File: src/rtl/tmr_pkg.sv
package tmr_pkg;

    typedef enum logic {
        ST_CLEAN   = 1'b0,
        ST_FLAGGED = 1'b1
    } flag_st_e;

    localparam int unsigned N_COPIES = 3;

endpackage

File: src/rtl/tmr_tff_bank.sv
module tmr_tff_bank #(
    parameter int unsigned W = 8
) (
    input  logic         clk,
    input  logic         rst,
    input  logic [W-1:0] tgl,
    input  logic [W-1:0] inj,
    output logic [W-1:0] st,
    output logic [W-1:0] dout
);

    logic [W-1:0] st_q;

    // one toggle flip-flop per bit; the inversion never reaches the state
    always_ff @(posedge clk) begin
        if (rst) begin
            st_q <= '0;
        end else begin
            st_q <= st_q ^ tgl;
        end
    end

    assign st   = st_q;
    assign dout = st_q ^ inj;

endmodule

File: src/rtl/tmr_mux_voter.sv
module tmr_mux_voter #(
    parameter int unsigned W = 8
) (
    input  logic [W-1:0] cp_a,
    input  logic [W-1:0] cp_b,
    input  logic [W-1:0] cp_c,
    output logic [W-1:0] voted,
    output logic [W-1:0] dis_bits,
    output logic         dis_any
);

    for (genvar i = 0; i < W; i++) begin : g_bit
        logic [1:0] sel;
        logic       v_bit;
        logic       e_bit;

        assign sel = {cp_b[i], cp_c[i]};

        // data mux: B and C select, A breaks the tie
        always_comb begin
            unique case (sel)
                2'b00:        v_bit = 1'b0;
                2'b01, 2'b10: v_bit = cp_a[i];
                2'b11:        v_bit = 1'b1;
                default:      v_bit = 1'b0;
            endcase
        end

        // flag mux: disagreement between B and C, or A against their common value
        always_comb begin
            unique case (sel)
                2'b00:        e_bit = cp_a[i];
                2'b01, 2'b10: e_bit = 1'b1;
                2'b11:        e_bit = ~cp_a[i];
                default:      e_bit = 1'b0;
            endcase
        end

        assign voted[i]    = v_bit;
        assign dis_bits[i] = e_bit;
    end

    assign dis_any = |dis_bits;

endmodule

File: src/rtl/tmr_flag_fsm.sv
module tmr_flag_fsm
    import tmr_pkg::*;
(
    input  logic clk,
    input  logic rst,
    input  logic set_in,
    input  logic clr_in,
    output logic flag
);

    flag_st_e state_q;
    flag_st_e state_d;

    always_ff @(posedge clk) begin
        if (rst) begin
            state_q <= ST_CLEAN;
        end else begin
            state_q <= state_d;
        end
    end

    // a set in the same cycle as a clear keeps the flag
    always_comb begin
        state_d = state_q;
        unique case (state_q)
            ST_CLEAN: begin
                if (set_in) state_d = ST_FLAGGED;
            end
            ST_FLAGGED: begin
                if (clr_in && !set_in) state_d = ST_CLEAN;
            end
            default: state_d = ST_CLEAN;
        endcase
    end

    always_comb begin
        unique case (state_q)
            ST_CLEAN:   flag = 1'b0;
            ST_FLAGGED: flag = 1'b1;
            default:    flag = 1'b0;
        endcase
    end

endmodule

File: src/rtl/tmr_toggle_reg.sv
module tmr_toggle_reg
    import tmr_pkg::*;
#(
    parameter int unsigned W = 8
) (
    input  logic         clk,
    input  logic         rst,
    input  logic [W-1:0] tgl,
    input  logic [W-1:0] inj_a,
    input  logic [W-1:0] inj_b,
    input  logic [W-1:0] inj_c,
    input  logic         clr_flag,
    output logic [W-1:0] q,
    output logic         mismatch,
    output logic         mismatch_seen
);

    logic [N_COPIES-1:0][W-1:0] inj_v;
    logic [N_COPIES-1:0][W-1:0] copy_st;
    logic [N_COPIES-1:0][W-1:0] copy_out;
    logic [W-1:0]               dis_bits;

    assign inj_v[0] = inj_a;
    assign inj_v[1] = inj_b;
    assign inj_v[2] = inj_c;

    for (genvar k = 0; k < N_COPIES; k++) begin : g_copy
        tmr_tff_bank #(.W(W)) u_bank (
            .clk  (clk),
            .rst  (rst),
            .tgl  (tgl),
            .inj  (inj_v[k]),
            .st   (copy_st[k]),
            .dout (copy_out[k])
        );
    end

    tmr_mux_voter #(.W(W)) u_voter (
        .cp_a     (copy_out[0]),
        .cp_b     (copy_out[1]),
        .cp_c     (copy_out[2]),
        .voted    (q),
        .dis_bits (dis_bits),
        .dis_any  (mismatch)
    );

    tmr_flag_fsm u_flag (
        .clk    (clk),
        .rst    (rst),
        .set_in (mismatch),
        .clr_in (clr_flag),
        .flag   (mismatch_seen)
    );

endmodule

File: config.mk
export PLATFORM = sky130hd
export DESIGN_NAME = tmr_toggle_reg
export DESIGN_NICKNAME = d
export VERILOG_FILES = /design/src/rtl/tmr_pkg.sv /design/src/rtl/tmr_tff_bank.sv /design/src/rtl/tmr_mux_voter.sv /design/src/rtl/tmr_flag_fsm.sv /design/src/rtl/tmr_toggle_reg.sv
export SDC_FILE = /design/constraint.sdc
export NUM_CORES = 1
export LEC_CHECK = 0
export CAP_MARGIN = 25
export CORE_ASPECT_RATIO = 0.5
export CORE_UTILIZATION = 49
export CTS_CLUSTER_SIZE = 20
export DETAILED_ROUTE_END_ITERATION = 6
export GPL_TIMING_DRIVEN = 0
export PLACE_DENSITY = 0.81
export SYNTH_ARGS = -nofsm -noshare
export SYNTH_HDL_FRONTEND = slang
export SYNTH_HIERARCHICAL = 1
export SYNTH_SLANG_ARGS = --single-unit
File: constraint.sdc
create_clock -name clk -period 3.1 [get_ports clk]
set_clock_uncertainty 0.15 [all_clocks]
set_input_delay 0.93 -clock clk [delete_from_list [all_inputs] [get_ports clk]]
set_output_delay 0.93 -clock clk [all_outputs]
set_load 0.005 [all_outputs]
# == Word-level counts from Yosys, hierarchy flattened ==
# Index checks and enable logic that the tools add are counted.
# op_classes
eq_ne,24
bitwise_logic,15
muxes,20
n_reduce_logical,19
# op_table
operator,n
1-bit one-hot mux with 3 select lines,16
8-bit XOR,6
2-bit == test (second input constant),16
2-bit by 1-bit == test with 1-bit output (second input constant),8
2-bit logical NOT,8
2-bit OR reduction,8
1-bit inverter,9
8-bit OR reduction,1
1-bit one-hot mux with 2 select lines,2
1-bit two-way mux,2
1-bit logical AND,1
1-bit logical NOT,1
# word_totals
output_inout_bits,10
register_bits,25
input_bits,35

# == Longest topological paths before layout ==
# Gate-level depths: netlist (run 1).
# logic_depth
ltp_word,9
depth_mapped,9
ltp_nobuf,9

# == Hierarchy ==
# Netlist (run 1), hierarchy kept.
# modules_own_cells
mod,instances,area_each_um2,cells_each
tmr_tff_bank,3,335.3,33
tmr_mux_voter,1,661.9,99
tmr_flag_fsm,1,38.8,4

# == Worst setup path after synthesis (run 1) ==
# OpenSTA, ideal clock, no wires.
# synth_path
kind,input port to output port
startpoint,in inj_b[0]
endpoint,out mismatch
stages,7
path_buffers,0
required_ps,2020
setup_slack_ps,19
arrival_time_ps,2001
cell_sequence,xor2_1 -> inv_1 -> ha_1 -> nor2_1 -> a21oi_2 -> nor4_2 -> nand2_1
# synth_via
elab_chain_cells,5
# synth_lines
element,line,source
start: declaration,tmr_toggle_reg.sv:10,"input logic [W-1:0] inj_b,"
8-bit XOR (*),tmr_tff_bank.sv:24,assign dout = st_q ^ inj;
2-bit by 1-bit == test with 1-bit output or 2-bit == test (tied branches),tmr_mux_voter.sv:31,unique case (sel)
2-bit OR reduction,tmr_mux_voter.sv:31,
1-bit one-hot mux with 3 select lines (*),tmr_mux_voter.sv:31,
named net u_voter.g_bit[0].e_bit,tmr_mux_voter.sv:15,logic e_bit;
8-bit OR reduction (*),tmr_mux_voter.sv:43,assign dis_any = |dis_bits;
end: declaration,tmr_toggle_reg.sv:14,"output logic mismatch,"
# The timed path passes the listed nets; every way through them passes the cells marked *.

==> metrics.yaml, run 1 <==
status: "finished, violations left"
violations: "design-rule violations, negative setup slack"
cts_num_sinks: 25
drt-total-wl_um: 6770
drv_cap: 0
drive_gt1_frac: 0.533
fillers: 92
finalSetupViolCount: 5
antenna_cells: 0
drtIter0Drc: 93
grt_max_degree: 14
final_common_cell: "nor2_1"
clockBufferDepth: 2
drv_slew: 0
start_kind: "input port"
rows: 14
synth_area_um2: 1650
final_cell_mix: "nor2_1, dfxtp_1, xnor2_1, buf_6, buf_4"
ant_nets: 0
vias: 1642
final_area_um2: 2920
hold_path_class: "reg -> reg"
place_area_um2: 2140
drc_errors: 5
port-buffer-count: 44
cts_htree_levels: 1
hold-path-cell-count: 2
antenna_found_initial: 0
hold_buffers: 0
hpwlAfterDp_um: 2520
synth_nets: 245
dieArea_um2: 3610
rsz0062_at_grt: "true"
ir_worst_vdd_mv: 0.282
pre_cts_ws_ns: -1.12
hold_violations: 0
nets: 313
grt_usage: 0.286
power_density_nw_per_um2: 493
clk_pin_slew_worst_paths_ns: 0.09
synth-warning-count: 6
numCtsBuffers: 3
slew_headroom: 0.727
cts-root-buf: "clkbuf_8"
cts_tree: "built"
worstSkewPairLatency_ns: 0.28
die_w_um: 84.0
path_class: "in -> out"
final.setup.worst_slack_ns: -0.389
die_h_um: 43.0
syn_avg_cell_area_um2: 8.49
worstPathArrival_ns: 2.41
netlist_instances: 194
routed_via_density: 5.46
grt_pass1_wl_um: 7840
area_growth_pct: 77.3
first_global_vias: 1657
worstPathRequired_ns: 2.02
cp_max_fo: 3
firstDrtPassIters: 6
overflow: 0
placeableCoreArea_um2: 3100
p_leak_nw: 1.21
floorplan.initialDensity: 0.531
worstMarginPinSlew_ns: 0.407
period_minus_slack_ns: 3.49
fin_crit_sh: 1.13
place.gp.congestion: 0.727
reg2reg_depth: 10
total_power_mw: 1.44
routedWlPerCell_um: 22.5
critPathCaptureType: "output port"
fmax_mhz: 287
io_pins: 45
area by class of cell:
cell class              count  area, um^2  share of cell area
repair buffers             70         658               0.225
inverters                  17        63.8              0.0219
well taps                  40        50.0              0.0171
clock buffers               4        45.0              0.0154
flip-flops and latches     25         500               0.171
multi-input cells         141        1580               0.541
plain buffers               4        22.5             0.00772
report_power, final:
part / leakage, nW / total (mW) / internal (mW) / switching, mW
sequential: 0.208 / 0.408 / 0.355 / 0.0532
clock: 0.0228 / 0.200 / 0.0923 / 0.107
combinational: 0.981 / 0.830 / 0.443 / 0.387
sequential cells by signal (all words and copies together), names as in the netlist:
register / count
g_copy.u_bank/st: 24
u_flag/state_q: 1
critical path: stages:
cell     delay [ns]
buf_6          0.10
xor2_4         0.17
inv_2          0.08
ha_4           0.16
nor2b_1        0.21
a21oi_2        0.06
nor4_2         0.39
nand2_1        0.14
buf_2          0.16
worst paths after layout:
path	start	endpoint	slack, ns
min	u_flag/state_q$_SDFF_PP0_	u_flag/state_q$_SDFF_PP0_	0.40
max reg2reg	g_copy[1].u_bank/st[1]$_SDFF_PP0_	u_flag/state_q$_SDFF_PP0_	0.91
max	inj_c[1]	mismatch	-0.39
min reg2reg	u_flag/state_q$_SDFF_PP0_	u_flag/state_q$_SDFF_PP0_	0.40
stage by stage:
stage	std cells	hold WS (ns)	util	setup TNS, ns
floorplan	194	0.323	-	0
global placement	278	0.325	0.689	-6.48
detailed placement	278	0.335	0.689	-6.88
CTS	301	0.351	0.867	-0.307
global route	301	0.407	0.941	-0.655
finish	301	0.396	0.941	-0.535
routing by layer:
layer  vias up  global-route usage  part of all wire
met5         -                   0                 0
li1        702                   -                 -
met4         0              0.0759             0.055
met2        95               0.598              0.50
met1       811               0.308              0.39
met3        34              0.0350             0.050
what timing repair did:
| action | 4_1_cts | 5_1_grt |
|---|---|---|
| pin swaps | 49 | 22 |
| endpoints found under the setup margin | 9 | 9 |
| resized for setup | 177 | 51 |
| buffers inserted | 24 | 4 |
Power figures use the tool's default switching activity.
==> run 2, diff against run 1 <==
Settings changed: PLACE_DENSITY 0.81 to 0.9.
==> run 2 against run 1 <==
The flow still finishes with violations (design-rule violations, negative setup slack). Wire length down 7.1%. Critical path depth is 2 lower. Worst hold slack worse by 0.0065 ns. First-iteration DRC count down 61%. Sequential share of layout area rose by 0.36 points. Power shrank 0.62%. Maximum frequency up 0.49%. Worst setup slack better by 0.017 ns. Core utilization shrank 1.9 points. Highest routed layer unchanged.
==> metrics.yaml, run 2 (synthesis results as in run 1) <==
status: "finished, violations left"  # unchanged
violations: "design-rule violations, negative setup slack"  # unchanged
path_class: "in -> out"  # unchanged
worstPathArrival_ns: 2.39  # was 2.41 ns
drt-total-wl_um: 6290  # was 6770 um
p_leak_nw: 1.20  # was 1.21 nW
start_kind: "input port"  # unchanged
ant_nets: 0  # unchanged
ir_worst_vdd_mv: 0.382  # was 0.282 mV
p_comb_frac: 0.582  # was 0.577
fillers: 97  # was 92
grt_pass1_wl_um: 7800  # was 7840 um
drv_cap: 0  # unchanged
routedWlPerCell_um: 20.9  # was 22.5 um
cts_num_sinks: 25  # unchanged
cts-root-buf: "clkbuf_8"  # unchanged
drc_errors: 4  # was 5
crit_chain: "dlygate4sd2_1, xor2_1, nand2b_1, a21oi_2, nor4_4, nand2_1, buf_2"  # was buf_6, xor2_4, inv_2, ha_4, nor2b_1, a21oi_2, nor4_2, nand2_1, buf_2
largest_register_ffs: 24  # unchanged
hold_buffers: 0  # unchanged
place.gp.congestion: 0.716  # was 0.727
rsz0062_at_grt: "true"  # unchanged
p_seq_frac: 0.283  # was 0.284
cpMaxStageDelayCell: "nor4_4"  # was nor4_2
drtIter0Drc: 36  # was 93
clockPowerShare: 0.136  # was 0.139
worstPathRequired_ns: 2.02  # about the same
numCtsBuffers: 3  # unchanged
cts_htree_levels: 1  # unchanged
cpPeakStageDelay_ns: 0.32  # was 0.39 ns
worstSkewPairLatency_ns: 0.27  # was 0.28 ns
floorplan.initialDensity: 0.531  # unchanged
fin_util: 0.922  # was 0.941
nets: 313  # unchanged
cp_num_buf_inv: 2  # was 3
first_global_vias: 1659  # was 1657
hold_slack_ns: 0.390  # was 0.396 ns
p_sw_mw: 0.534  # was 0.547 mW
hold_violations: 0  # unchanged
slew_headroom: 0.771  # was 0.727
worstMarginPinSlew_ns: 0.344  # was 0.407 ns
final_common_cell: "nor2_1"  # unchanged
drive_gt1_frac: 0.544  # was 0.533
cp_max_fo: 3  # unchanged
ff2ff_setup_slack_ns: 1.01  # was 0.91 ns
antenna_cells: 0  # unchanged
placeableCoreArea_um2: 3100  # unchanged
dieArea_um2: 3610  # unchanged
die_h_um: 43.0  # unchanged
area_growth_pct: 73.6  # was 77.3%
rows: 14  # unchanged
clockBufferDepth: 2  # unchanged
overflow: 0  # unchanged
power_density_nw_per_um2: 500  # was 493 nW/um^2
final_cell_mix: "nor2_1, dfxtp_1, xnor2_1, buf_6, buf_4"  # unchanged
routed_via_density: 5.41  # was 5.46
cts_tree: "built"  # unchanged
period_minus_slack_ns: 3.47  # was 3.49 ns
hold_path_class: "reg -> reg"  # unchanged
fmax_mhz: 288  # was 287 MHz
cp_top_family: "simple AND/OR/NAND/NOR gates"  # unchanged
finalSetupViolCount: 3  # was 5
vias: 1627  # was 1642
p_sw_frac: 0.374  # was 0.381
io_pins: 45  # unchanged
port-buffer-count: 44  # unchanged
fin_crit_sh: 1.12  # was 1.13
grt_usage: 0.289  # was 0.286
clk_pin_slew_worst_paths_ns: 0.09  # about the same
critPathCaptureType: "output port"  # unchanged
firstDrtPassIters: 7  # was 6
p_int_mw: 0.895  # was 0.891 mW
final.setup.worst_slack_ns: -0.372  # was -0.389 ns
drv_slew: 0  # unchanged
total_power_mw: 1.43  # was 1.44 mW
die_w_um: 84.0  # unchanged
antenna_found_initial: 0  # unchanged
hpwlAfterDp_um: 2670  # was 2520 um
grt_max_degree: 14  # unchanged
run 2: cell types whose count changed in the layout (fill, tap and decap cells not counted), moves of 3 or more:
| cell | change |
|---|---|
| xor2_4 | -3 |
| nor2_1 | -3 |
| buf_2 | +3 |
| nor2_2 | +5 |
run 2: repair_timing:
item | in CTS | in global routing
resized for setup | 177 | 44
setup buffers | 24 | 6
setup endpoints to repair | 9 | 9
cloned | 0 | 0
pin swaps | 53 | 21
run 2: per-stage QoR:
step | TNS (ns) | setup WS (ns) | instance area, um^2 | instances
floorplan | 0 | 0.0281 | 1650 | 194
global placement | -6.50 | -1.06 | 2140 | 278
detailed placement | -6.92 | -1.14 | 2140 | 278
CTS | -0.251 | -0.251 | 2650 | 299
global route | -0.584 | -0.394 | 2860 | 301
finish | -0.425 | -0.372 | 2860 | 301
run 2: area by class of cell:
type,instances,area [um^2],share of cell area
plain buffers,4,22.5,0.00788
flip-flops and latches,25,500,0.175
multi-input cells,141,1550,0.542
well taps,40,50.0,0.0175
clock buffers,4,45.0,0.0158
inverters,17,63.8,0.0223
repair buffers,70,628,0.220
run 2: worst register-to-register path, stage by stage (launching register included):
cell	delay [ns]
dfxtp_1	0.50
xor2_4	0.20
inv_2	0.07
ha_4	0.24
nor2_2	0.10
a21oi_2	0.08
nor4_4	0.34
nand2_1	0.15
inv_1	0.09
a21oi_2	0.05
run 2: path summary, 6_finish.rpt:
path,startpoint,endpoint,cells after the start
worst max-delay path,inj_a[6],mismatch,7
worst min-delay path,g_copy[2].u_bank/st[5]$_SDFF_PP0_,g_copy[2].u_bank/st[5]$_SDFF_PP0_,2
worst max register to register,g_copy[1].u_bank/st[7]$_SDFF_PP0_,u_flag/state_q$_SDFF_PP0_,9
worst min register to register,g_copy[2].u_bank/st[5]$_SDFF_PP0_,g_copy[2].u_bank/st[5]$_SDFF_PP0_,2
run 2: power by group through the flow:
stage	clock, mW	sequential (mW)	combinational, mW
3_5_place_dp	0	0.392	0.450
6_report	0.194	0.404	0.831
3_3_place_gp	0	0.390	0.426
4_1_cts	0.193	0.393	0.669
5_1_grt	0.209	0.408	0.864
2_1_floorplan	0	0.386	0.292
run 2: layer usage:
metal / vias to the layer above / wire length [um] / track usage
met5: - / 0 / 0
met4: 0 / 354 / 0.0828
met3: 34 / 367 / 0.0467
met2: 84 / 3040 / 0.597
met1: 804 / 2530 / 0.309
li1: 705 / - / -
